--- src/rtl/bdu_pkg.sv ---
package bdu_pkg;
    localparam int XLEN    = 32;
    localparam int RADDR_W = 5;
    localparam int OFF_W   = 19;
    localparam int COND_W  = 4;
    localparam int IMM_W   = XLEN - 2;
    localparam int EXT_W   = XLEN - OFF_W - 2;

    localparam logic [1:0] OP_CALL = 2'b01;
    localparam logic [7:0] OP_BCC  = 8'h8A;
    localparam logic [7:0] OP_RET  = 8'h8C;

    typedef enum logic [1:0] {
        K_NONE = 2'd0,
        K_CALL = 2'd1,
        K_BCC  = 2'd2,
        K_RET  = 2'd3
    } xfer_kind_e;

    typedef struct packed {
        logic n;
        logic z;
        logic c;
        logic v;
    } flags_t;

    typedef struct packed {
        xfer_kind_e          kind;
        logic [COND_W-1:0]   cond;
        logic                annul;
        logic [OFF_W-1:0]    off;
        logic [IMM_W-1:0]    imm;
        logic [RADDR_W-1:0]  ra;
        logic [RADDR_W-1:0]  rb;
    } dec_t;

    function automatic logic [XLEN-1:0] rel_target(input logic [XLEN-1:0] pc,
                                                   input logic [OFF_W-1:0] off);
        return pc + {{EXT_W{off[OFF_W-1]}}, off, 2'b00};
    endfunction
endpackage

--- src/rtl/bdu_field_decode.sv ---
module bdu_field_decode
    import bdu_pkg::*;
(
    input  logic [XLEN-1:0] instr,
    input  logic            vld,
    output dec_t            dec
);
    always_comb begin
        dec       = '0;
        dec.kind  = K_NONE;
        dec.cond  = instr[23:20];
        dec.annul = instr[19];
        dec.off   = instr[OFF_W-1:0];
        dec.imm   = instr[IMM_W-1:0];
        if (vld) begin
            if (instr[31:30] == OP_CALL) begin
                dec.kind = K_CALL;
            end else if (instr[31:24] == OP_BCC) begin
                dec.kind = K_BCC;
            end else if (instr[31:24] == OP_RET) begin
                dec.kind = K_RET;
                dec.ra   = instr[23:19];
                dec.rb   = instr[18:14];
            end
        end
    end
endmodule

--- src/rtl/bdu_cond_eval.sv ---
module bdu_cond_eval
    import bdu_pkg::*;
(
    input  logic [COND_W-1:0] cond,
    input  flags_t            flags,
    output logic              holds,
    output logic              needs_flags
);
    logic base;

    always_comb begin
        unique case (cond[2:0])
            3'd0: base = 1'b0;
            3'd1: base = flags.z;
            3'd2: base = flags.z | (flags.n ^ flags.v);
            3'd3: base = flags.n ^ flags.v;
            3'd4: base = flags.c | flags.z;
            3'd5: base = flags.c;
            3'd6: base = flags.n;
            default: base = flags.v;
        endcase
    end

    assign holds       = base ^ cond[3];
    assign needs_flags = (cond[2:0] != 3'd0);
endmodule

--- src/rtl/bdu_slot_ctrl.sv ---
module bdu_slot_ctrl (
    input  logic clk,
    input  logic rst,
    input  logic is_bcc,
    input  logic needs_flags,
    input  logic flags_vld,
    input  logic holds,
    input  logic annul,
    output logic stall,
    output logic taken,
    output logic kill
);
    logic wait_q;
    logic resolve;

    assign stall   = is_bcc & needs_flags & ~flags_vld & ~wait_q;
    assign resolve = is_bcc & ~stall;
    assign taken   = resolve & holds;
    assign kill    = resolve & annul & ~holds;

    always_ff @(posedge clk) begin
        if (rst) wait_q <= 1'b0;
        else     wait_q <= stall;
    end
endmodule

--- src/rtl/br_decode_unit.sv ---
module br_decode_unit
    import bdu_pkg::*;
(
    input  logic                clk,
    input  logic                rst,
    input  logic [XLEN-1:0]     instr_i,
    input  logic                instr_vld_i,
    input  logic [XLEN-1:0]     pc_i,
    input  logic [3:0]          flags_i,
    input  logic                flags_vld_i,
    input  logic [XLEN-1:0]     ret_val_i,
    output logic                redirect_o,
    output logic [XLEN-1:0]     target_o,
    output logic                slot_kill_o,
    output logic                stall_o,
    output logic [RADDR_W-1:0]  rs_a_o,
    output logic [RADDR_W-1:0]  rs_b_o
);
    dec_t dec;
    logic holds, needs_flags;
    logic br_stall, br_taken, br_kill;
    logic is_bcc, is_call, is_ret;
    logic [XLEN-1:0] tgt;

    bdu_field_decode u_dec (
        .instr (instr_i),
        .vld   (instr_vld_i & ~rst),
        .dec   (dec)
    );

    bdu_cond_eval u_cond (
        .cond        (dec.cond),
        .flags       (flags_t'(flags_i)),
        .holds       (holds),
        .needs_flags (needs_flags)
    );

    assign is_bcc  = (dec.kind == K_BCC);
    assign is_call = (dec.kind == K_CALL);
    assign is_ret  = (dec.kind == K_RET);

    bdu_slot_ctrl u_slot (
        .clk         (clk),
        .rst         (rst),
        .is_bcc      (is_bcc),
        .needs_flags (needs_flags),
        .flags_vld   (flags_vld_i),
        .holds       (holds),
        .annul       (dec.annul),
        .stall       (br_stall),
        .taken       (br_taken),
        .kill        (br_kill)
    );

    always_comb begin
        unique case (dec.kind)
            K_CALL:  tgt = {dec.imm, 2'b00};
            K_RET:   tgt = ret_val_i;
            K_BCC:   tgt = rel_target(pc_i, dec.off);
            default: tgt = '0;
        endcase
    end

    assign redirect_o  = is_call | is_ret | br_taken;
    assign target_o    = redirect_o ? tgt : '0;
    assign slot_kill_o = br_kill;
    assign stall_o     = br_stall;
    assign rs_a_o      = dec.ra;
    assign rs_b_o      = dec.rb;
endmodule

--- config.mk ---
export PLATFORM = sky130hd
export DESIGN_NAME = br_decode_unit
export DESIGN_NICKNAME = d
export VERILOG_FILES = /design/src/rtl/bdu_pkg.sv /design/src/rtl/bdu_field_decode.sv /design/src/rtl/bdu_cond_eval.sv /design/src/rtl/bdu_slot_ctrl.sv /design/src/rtl/br_decode_unit.sv
export SDC_FILE = /design/constraint.sdc
export NUM_CORES = 1
export LEC_CHECK = 0
export BUFFER_PORTS_ARGS = -buffer_cell sky130_fd_sc_hd__buf_2
export CAP_MARGIN = 25
export CORE_ASPECT_RATIO = 1.5
export CORE_UTILIZATION = 44
export CTS_BUF_LIST = sky130_fd_sc_hd__clkbuf_4 sky130_fd_sc_hd__clkbuf_8 sky130_fd_sc_hd__clkbuf_16
export DETAILED_ROUTE_END_ITERATION = 6
export GPL_TIMING_DRIVEN = 0
export PLACE_DENSITY = 0.84
export SLEW_MARGIN = 10
export SYNTH_ARGS = -nofsm -noshare
export SYNTH_HDL_FRONTEND = slang
export SYNTH_HIERARCHICAL = 1
export SYNTH_SLANG_ARGS = --single-unit
export TNS_END_PERCENT = 50
--- constraint.sdc ---
create_clock -name clk -period 2.4 [get_ports clk]
set_input_delay 0.24 -clock clk [delete_from_list [all_inputs] [get_ports clk]]
set_output_delay 0.24 -clock clk [all_outputs]
set_load 0.05 [all_outputs]
## Word-level counts from Yosys, hierarchy flattened

Cells that the tools add are included.

- Register bits after elaboration: 1
- Latch bits: 0
- Memory bits (writable): 0
- Memory bits (read-only): 0
- Bits of input ports: 104
- Output and inout bits: 45
- Word-level logic and storage cells: 46
- Memories kept: 0

- $add $sub $neg: 1
- $mul: 0
- Div/mod/pow operators: 0
- $lt $le $gt $ge: 0
- Equality and inequality tests: 12
- Shifts and indexed selects: 0
- Mux-type cells: 11
- Bitwise gates (word level): 19
- Reductions and logical operators: 2

Operator list:

| cell | number |
|---|---|
| one-hot mux 32 bit (3 select lines) | 1 |
| 2-to-1 mux 10 bit | 4 |
| adder 32 bit | 1 |
| 2-to-1 mux 32 bit | 1 |
| == test 8 bit (second input constant) | 2 |
| == test 3 bit (second input constant) | 3 |
| AND 1 bit | 8 |
| 2-to-1 mux 2 bit | 4 |
| one-hot mux 1 bit (7 select lines) | 1 |
| == test 3 x 2 -> 1 bit (second input constant) | 2 |
| NOT 1 bit | 5 |
| == test 2 x 1 -> 1 bit (second input constant) | 2 |
| == test 2 bit (second input constant) | 2 |
| OR 1 bit | 4 |
| == test 3 x 1 -> 1 bit (second input constant) | 1 |
| logical NOT 3 bit | 1 |
| nonzero test 3 bit | 1 |
| bitwise XOR 1 bit | 2 |

## Logic depth before layout (Yosys ltp)

Gate-level depths: netlist (run 1).

- Depth after elaboration: 14
- Gate-level depth with buffers: 14

## Modules after synthesis

The synthesis (run 1) kept the hierarchy.

By module, submodules not included:

| module | instances | cells each | area an instance (µm²) | sequential area each (µm²) |
|---|---|---|---|---|
| br_decode_unit | 1 | 347 | 2363.5 | 0.0 |
| bdu_field_decode | 1 | 74 | 545.5 | 0.0 |
| bdu_cond_eval | 1 | 9 | 76.3 | 0.0 |
| bdu_slot_ctrl | 1 | 9 | 63.8 | 20.0 |

## Least setup slack after synthesis (run 1)

OpenSTA, ideal clock, no wires.

- Path kind: in2out
- Start point: input port instr_i[0]
- End point: output port target_o[18]
- Arrival: 3.073 ns
- Slack: -0.913 ns
- Stages on the path: 11
- Buffers on the path: 1
- Cells stage by stage: buf_4 -> ha_1 -> inv_1 -> fa_1 -> nand2b_1 -> a21oi_1 -> o21ai_0 -> nand2b_1 -> a311oi_1 -> mux2_2 -> o21ai_0

- Longest elaborated chain between the ends: 3

Ends and longest elaborated chain:

| item | RTL line | source |
|---|---|---|
| from (decl) | br_decode_unit.sv:6 | `input logic [XLEN-1:0] instr_i,` |
| adder 32 bit | bdu_pkg.sv:39 | `return pc + {{EXT_W{off[OFF_W-1]}}, off, 2'b00};` |
| one-hot mux 32 bit (3 select lines) | br_decode_unit.sv:56 | `unique case (dec.kind)` |
| 2-to-1 mux 32 bit | br_decode_unit.sv:65 | `assign target_o = redirect_o ? tgt : '0;` |
| to (decl) | br_decode_unit.sv:13 | `output logic [XLEN-1:0] target_o,` |

No other way between the ends.

## Worst setup path after layout (run 1)

- Start point: input port instr_i[0]
- End point: output port target_o[10]

The elaborated chain is that of the path after synthesis.

==> impl_metrics.yaml, run 1 <==
sta:
  slew_headroom: 0.727
  slew_viol_final: 0
  setup_viol: 28
  hold_viol: 0
  period_minus_slack_ns: 2.57
  timing.fmax_mhz: 389
  finClkSkew_ns: 0
  worst_slew_pin_slew_ns: 0.407
  fin_ws_ns: -0.172
  rsz0062_at_grt: "true"
  fin_crit_sh: 1.07
cells_and_area:
  fin_area_sq_um: 5110
  drive_gt1_frac: 0.625
  nNetsFinal: 723
  largest_reg_flops: 1
  largest_register: "u_slot/wait_q"
  reg_top3: "u_slot/wait_q (1)"
  syn_to_final_growth_pct: 67.7
  post_layout_nonfiller_instances: 663
  diodes: 0
  post-route-util: 0.778
yosys:
  synth_nets: 573
  synth_ff_type: "dfxtp_1"
  synth_area_leaders: "buf_4 14%, ha_1 12%, nand2_1 5.7%, a21oi_1 5.3%, mux2_2 5.2%"
  synth_top_area_share: 0.138
  yosys_warnings: 6
  synth_edf_count: 0
  yosysSeqAreaShare: 0.00657
  async_reset_ff_frac: 0
  synthesis.area_per_instance_sq_um: 6.95
  ys_types: 64
  ys_ff_latch: 1
  yosysMostFrequentCell: "buf_4"
  synthCells: 439
  ys_top_cells_by_count: "56 x buf_4, 46 x nand2_1, 32 x a21oi_1"
  syn_area_sq_um: 3050
  synth_top_cell_by_area: "buf_4"
power:
  seqPwrFrac: 0.016
  power_frac_comb: 0.984
  p_per_area_nw_per_um2: 210
  irDropWorstVdd_uv: 145
  p_switching_uw: 569
  pwr-share-clk: 0
  sw_frac_of_total: 0.528
  p_int_uw: 508
  leakage_uw: 0.00226
routing:
  firstDrtPassIters: 4
  num_vias: 4055
  wl_um: 13200
  wl_per_cell_um: 19.8
  drtIter0Drc: 269
  ant_nets: 0
  vias_per_cell: 6.12
  drc: 0
floorplanning:
  start_util: 0.464
  rows: 36
  die_w_um: 70.0
  io_pins: 149
  fp.dieH_um: 104
  fp.dieArea_sq_um: 7270
  core_sq_um: 6580
setup_path:
  worstSetupPathType: "in -> out"
  worstPathRequired_ns: 2.16
  critPathArrivalTime_ns: 2.33
  crit_fanout: 4
  critPathCaptureType: "output pin"
  start_kind: "primary input"
grt:
  grt_max_degree: 15
  grt_pass1_vias: 4217
  grt_first_pass_wirelength_um: 20700
  grt_usage: 0.349
  antenna_found_initial: 0
  grt_overflow_total: 0
placement:
  pre_cts_slack_ns: -1.03
  gp_congestion: 1.04
  place_inst: 649
  post-dp-hpwl_um: 9030
  portBuffers: 134
  place_area_sq_um: 4050
flow_run:
  cap_violations: 0
status:
  outcome: "finished with violations"
  violations: "setup timing"
hold_path:
  hp-class: "in -> reg"
clock_network:
  postCtsHoldBufs: 0
  path_clk_slew_ns: 0
  insertion_delay_ns: 0
metal layers:
layer / up-vias / share of wire / global-route usage
li1: 1864 / - / -
met1: 1878 / 0.33 / 0.371
met2: 248 / 0.53 / 0.656
met3: 65 / 0.074 / 0.0417
met4: 0 / 0.057 / 0.179
met5: - / 0 / 0
power groups by stage:
stage               Combinational, uW  Clock, uW  Sequential (uW)
finish                           1060          0             17.0
global route                     1120          0             17.0
CTS                               984          0             17.0
detailed placement                765          0             17.0
global placement                  754          0             17.0
floorplan                         561          0             17.0
worst max-delay path, cell delays in order:
cell	delay (ns)
buf_6	0.07
ha_4	0.14
inv_2	0.04
fa_2	0.33
nand2b_4	0.17
a21oi_4	0.24
o22ai_4	0.16
o21ai_2	0.15
xnor2_1	0.08
or3_4	0.38
a31oi_4	0.17
buf_6	0.18
timing repair:
action                     in CTS  in global routing
buffers inserted               24                  1
gates resized for setup       198                 29
setup endpoints to repair      33                 32
pin swaps                      66                 19
metrics by stage:
stage / hold slack (ns) / power (uW) / TNS [ns]
after CTS: 0.426 / 1000 / -2.46
final: 0.428 / 1080 / -2.69
after global placement: 0.421 / 771 / -24.63
after detailed placement: 0.426 / 782 / -27.88
after floorplan: 0.317 / 578 / -3.66
after global routing: 0.430 / 1140 / -5.37
cell families after synthesis:
kind of cell / after synthesis / share of synthesized area
XOR/XNOR: 25 / 0.0718
flip-flops: 1 / 0.00657
buffers and inverters: 87 / 0.180
multiplexers: 18 / 0.0648
adder cells (fa/ha/maj): 30 / 0.126
AND/OR/NAND/NOR: 136 / 0.229
AO/OA/AOI/OAI: 142 / 0.323
cell type report:
cell class	count	area, sq um
inverter	11	46.3
tap	76	95.1
multi-input combinational	351	3330
sequential	1	20.0
fill	434	1460
timing repair buffer	159	1120
buffer	65	498
path summary, 6_finish.rpt:
path	startpoint	to	slack [ns]	cells past startpoint
setup / recovery	instr_i[0]	target_o[10]	-0.17	12
hold / removal	rst	u_slot/wait_q	0.43	2
setup reg to reg	u_slot/wait_q	u_slot/wait_q	1.72	1
hold reg to reg	u_slot/wait_q	u_slot/wait_q	0.46	1
cell usage in the layout (no fill, tap or decap), types with 5 or more instances in the layout:
master / count
xor2_2: 5
inv_1: 6
a21o_1: 7
nand3_1: 7
buf_2: 95
a22oi_1: 7
nand2_1: 40
nor2b_1: 5
o21ai_0: 10
a22o_1: 12
ha_1: 13
mux2_2: 13
a21oi_2: 11
xor2_1: 6
o21ai_4: 10
nor2_1: 15
nand4_1: 6
a21oi_1: 17
nor3_1: 5
xnor2_1: 10
o211ai_1: 5
buf_6: 40
ha_4: 14
buf_4: 75
o21ai_2: 11
and3_1: 15
nand2_2: 6
Note: power is estimated with default switching activity, not from simulation.
==> inputs of run 2 (changes only) <==
--- a/config.mk
+++ b/config.mk
@@ -12,7 +12,7 @@
 export CTS_BUF_LIST = sky130_fd_sc_hd__clkbuf_4 sky130_fd_sc_hd__clkbuf_8 sky130_fd_sc_hd__clkbuf_16
 export DETAILED_ROUTE_END_ITERATION = 6
 export GPL_TIMING_DRIVEN = 0
-export PLACE_DENSITY = 0.84
+export PLACE_DENSITY = 0.8
 export SLEW_MARGIN = 10
 export SYNTH_ARGS = -nofsm -noshare
 export SYNTH_HDL_FRONTEND = slang
==> impl_metrics.yaml, run 2 (synthesis gave the netlist of run 1 again) <==
sta:
  slew_headroom: 0.731
  fin_tns_setup_ns: -6.04
  period_minus_slack_ns: 2.70
  setup_viol: 32
  rsz0062_at_grt: "true"
  fin_crit_sh: 1.12
  worst_slew_pin_slew_ns: 0.403
  fin_ws_ns: -0.298
  hold_viol: 0
  timing.fmax_mhz: 371
  finClkSkew_ns: 0
  slew_viol_final: 0
power:
  pwr-share-clk: 0
  total_power_uw: 1010
  seqPwrFrac: 0.017
  power_frac_comb: 0.983
  irDropWorstVdd_uv: 128
  leakage_uw: 0.00226
  p_per_area_nw_per_um2: 201
  p_int_uw: 473
  sw_frac_of_total: 0.532
  p_switching_uw: 538
cells_and_area:
  post-route-util: 0.763
  layout_commonest_cell: "buf_2"
  fillers: 456
  syn_to_final_growth_pct: 64.6
  reg_top3: "u_slot/wait_q (1)"
  fin_area_sq_um: 5020
  final_cell_mix: "97 x buf_2, 76 x buf_4, 42 x buf_6, 41 x nand2_1, 18 x a21oi_1"
  largest_reg_flops: 1
  largest_register: "u_slot/wait_q"
  drive_gt1_frac: 0.605
  post_layout_nonfiller_instances: 666
  diodes: 0
  nNetsFinal: 726
floorplanning:
  fp.dieH_um: 104
  start_util: 0.464
  io_pins: 149
  core_sq_um: 6580
  die_w_um: 70.0
  rows: 36
  fp.dieArea_sq_um: 7270
setup_path:
  critPathTopFamily: "compound AO/OA/AOI/OAI gates"
  crit_chain: "buf_2 > buf_4 > nor4b_1 > a311oi_1 > xor2_1 > nand2_4 > a21oi_4 > inv_4 > or3_4 > a31oi_4 > buf_6"
  critPathCaptureType: "output pin"
  start_kind: "primary input"
  max_stage_delay_ns: 0.39
  crit_slowest_cell: "or3_4"
  worstPathRequired_ns: 2.16
  worstSetupPathType: "in -> out"
  path_buf_inv: 4
  critPathArrivalTime_ns: 2.46
  crit_fanout: 6
routing:
  num_vias: 3998
  firstDrtPassIters: 4
  drc: 0
  wl_um: 12300
  vias_per_cell: 6.00
  ant_nets: 0
  drtIter0Drc: 199
  wl_per_cell_um: 18.4
grt:
  grt_overflow_total: 0
  antenna_found_initial: 0
  grt_max_degree: 15
  grt_usage: 0.321
  grt_pass1_vias: 4141
  grt_first_pass_wirelength_um: 19400
placement:
  portBuffers: 134
  place_area_sq_um: 4050
  gp_congestion: 0.971
  post-dp-hpwl_um: 9080
  place_inst: 649
clock_network:
  insertion_delay_ns: 0
  path_clk_slew_ns: 0
  postCtsHoldBufs: 0
flow_run:
  cap_violations: 0
status:
  violations: "setup timing"
  outcome: "finished with violations"
hold_path:
  hp-class: "in -> reg"
==> run 2: cell count changes in the layout (fill, tap and decap cells not counted), sizes merged <==
cell,delta
buf,+4
clkbuf,-1
==> run 2: through the flow <==
stage                     setup WS [ns]  hold slack (ns)
after global routing             -0.376            0.437
final                            -0.298            0.429
after CTS                        -0.176            0.426
after detailed placement         -0.884            0.426
after global placement           -0.870            0.423
after floorplan                  -0.323            0.317
==> run 2: final timing paths <==
path,depth (start not counted),start,to,slack (ns)
max,11,instr_i[22],target_o[10],-0.30
min,2,rst,u_slot/wait_q,0.43
max reg2reg,1,u_slot/wait_q,u_slot/wait_q,1.72
min reg2reg,1,u_slot/wait_q,u_slot/wait_q,0.46
==> run 2: routing by layer <==
layer / GRT usage / share of wire
met3: 0.0242 / 0.051
met2: 0.613 / 0.54
met1: 0.348 / 0.36
met4: 0.149 / 0.048
met5: 0 / 0
==> run 2: final cells by class <==
class,count,area (sq um),share of cell area
Tap cell,76,95.1,0.0189
Inverter,11,46.3,0.00922
Timing Repair Buffer,158,1100,0.219
Multi-Input combinational cell,351,3230,0.644
Buffer,69,526,0.105
Sequential cell,1,20.0,0.00399
==> run 2: power by group through the flow <==
stage	registers [uW]	logic, uW	clock network (uW)
after floorplan	17.0	561	0
after global placement	17.0	751	0
after detailed placement	17.0	765	0
after CTS	17.0	933	0
after global routing	17.0	1060	0
final	17.0	994	0
==> run 2: what timing repair did <==
| action | 4_1_cts | 5_1_grt |
|---|---|---|
| setup endpoints to repair | 33 | 33 |
| gates resized for setup | 172 | 41 |
| buffers inserted | 18 | 6 |
| pin swaps | 44 | 22 |
==> inputs of run 3 (changes only) <==
--- a/config.mk
+++ b/config.mk
@@ -13,6 +13,7 @@
 export DETAILED_ROUTE_END_ITERATION = 6
 export GPL_TIMING_DRIVEN = 0
 export PLACE_DENSITY = 0.8
+export SETUP_SLACK_MARGIN = 0.3
 export SLEW_MARGIN = 10
 export SYNTH_ARGS = -nofsm -noshare
 export SYNTH_HDL_FRONTEND = slang
==> impl_metrics.yaml, run 3 (synthesis gave the netlist of run 1 again) <==
sta:
  finClkSkew_ns: 0
  worst_slew_pin_slew_ns: 0.547
  hold_ws_ns: 0.434
  hold_viol: 0
  setup_viol: 31
  slew_headroom: 0.631
  fin_crit_sh: 1.11
  fin_ws_ns: -0.265
  rsz0062_at_grt: "true"
  slew_viol_final: 0
  timing.fmax_mhz: 375
  period_minus_slack_ns: 2.67
grt:
  grt_first_pass_wirelength_um: 18600
  grt_max_degree: 13
  grt_pass1_vias: 4048
  grt_usage: 0.305
  antenna_found_initial: 0
  grt_overflow_total: 0
placement:
  post-dp-hpwl_um: 8870
  portBuffers: 134
  place_inst: 649
  gp_congestion: 0.959
cells_and_area:
  final_cell_mix: "98 x buf_2, 74 x buf_4, 39 x nand2_1, 34 x buf_6, 22 x a21oi_1"
  layout_commonest_cell: "buf_2"
  nNetsFinal: 728
  syn_to_final_growth_pct: 65.6
  post-route-util: 0.768
  largest_reg_flops: 1
  drive_gt1_frac: 0.586
  post_layout_nonfiller_instances: 668
  reg_top3: "u_slot/wait_q (1)"
  fillers: 461
  diodes: 0
  largest_register: "u_slot/wait_q"
setup_path:
  max_stage_delay_ns: 0.42
  r2r-end: "u_slot/wait_q"
  crit_fanout: 7
  worstPathRequired_ns: 2.16
  crit_slowest_cell: "nor4b_1"
  start_kind: "primary input"
  r2r_cells: 1
  critPathCaptureType: "output pin"
  cpMostUsedCell: "buf_6"
  worstSetupPathType: "in -> out"
  r2r-start: "u_slot/wait_q"
  crit_chain: "buf_6 > buf_6 > nor4b_1 > a311oi_2 > xor2_1 > nand2_4 > a21oi_4 > inv_4 > nor2_4 > and3_1 > mux2i_1 > o211ai_1 > buf_4"
  critPathArrivalTime_ns: 2.43
  r2r_setup_slack_ns: 1.72
floorplanning:
  io_pins: 149
  fp.dieH_um: 104
  die_w_um: 70.0
  fp.dieArea_sq_um: 7270
  rows: 36
  core_sq_um: 6580
  start_util: 0.464
routing:
  drc: 0
  vias_per_cell: 6.02
  firstDrtPassIters: 5
  wl_um: 12200
  drtIter0Drc: 162
  ant_nets: 0
  num_vias: 4022
  wl_per_cell_um: 18.3
clock_network:
  insertion_delay_ns: 0
  postCtsHoldBufs: 0
  path_clk_slew_ns: 0
power:
  leakage_uw: 0.00225
  irDropWorstVdd_uv: 129
  pwr-share-clk: 0
  sw_frac_of_total: 0.528
  p_int_uw: 469
  power_frac_comb: 0.983
  seqPwrFrac: 0.017
  p_per_area_nw_per_um2: 197
  p_switching_uw: 525
status:
  violations: "setup timing"
  outcome: "finished with violations"
flow_run:
  cap_violations: 0
hold_path:
  min_from: "rst"
  min_to: "u_slot/wait_q"
  hp-class: "in -> reg"
  min_path_cells: 2
-- run 3: cell types whose count changed in the layout (fill, tap and decap cells not counted), moves of 3 or more --
cell	previous run	this run
ha_4	10	13
a21oi_2	10	7
buf_8	3	9
o21ai_2	10	5
ha_2	4	1
o21ai_4	11	14
a21oi_1	18	22
buf_6	42	34
-- run 3: layer usage --
metal,vias up,share of wire,track usage
met5,-,0,0
met4,0,0.031,0.106
met3,36,0.064,0.0291
met2,198,0.55,0.598
met1,1908,0.36,0.326
li1,1880,-,-
-- run 3: worst max-delay path by stage --
| stage | start | end | slack (ns) | depth (start not counted) |
|---|---|---|---|---|
| after floorplan | instr_i[24] | target_o[31] | -0.32 | 11 |
| after global placement | instr_i[24] | target_o[31] | -0.92 | 15 |
| after detailed placement | instr_i[24] | target_o[31] | -0.97 | 15 |
| after CTS | instr_i[30] | target_o[4] | -0.21 | 14 |
| after global routing | instr_i[21] | target_o[31] | -0.35 | 13 |
| final | instr_i[21] | target_o[31] | -0.27 | 13 |
-- run 3: timing repair --
action / CTS / global route
endpoints found under the setup margin: 35 / 35
resized for setup: 131 / 58
buffers inserted: 15 / 4
pin swaps: 46 / 21
-- run 3: power groups by stage --
stage	Clock [uW]	Combinational [uW]	Sequential (uW)
5_1_grt	0	1040	17.0
3_3_place_gp	0	766	17.0
4_1_cts	0	896	17.0
3_5_place_dp	0	781	17.0
2_1_floorplan	0	581	17.0
6_report	0	977	17.0
-- run 3: worst max-delay path, delay by kind of cell --
family                 cells  cell delay [ns]
XOR/XNOR                   1             0.28
buffers and inverters      4             0.56
AND/OR/NAND/NOR            4             0.85
multiplexers               1             0.08
AO/OA/AOI/OAI              3             0.41
-- run 3: layout make-up --
class	count	area, sq um	area share
buffer	76	589	0.117
sequential	1	20.0	0.00396
tap	76	95.1	0.0188
inverter	11	46.3	0.00917
multi-input combinational	351	3210	0.637
timing repair buffer	153	1080	0.215
-- run 3: metrics by stage --
stage               setup TNS, ns  cell area [sq um]  setup WS, ns  power, uW
finish                      -5.28               5050        -0.265        994
global placement           -25.57               4140        -0.921        783
CTS                         -4.34               4780        -0.210        913
floorplan                   -3.27               3380        -0.323        598
detailed placement         -25.99               4140        -0.968        798
global route                -8.32               5050        -0.347       1060
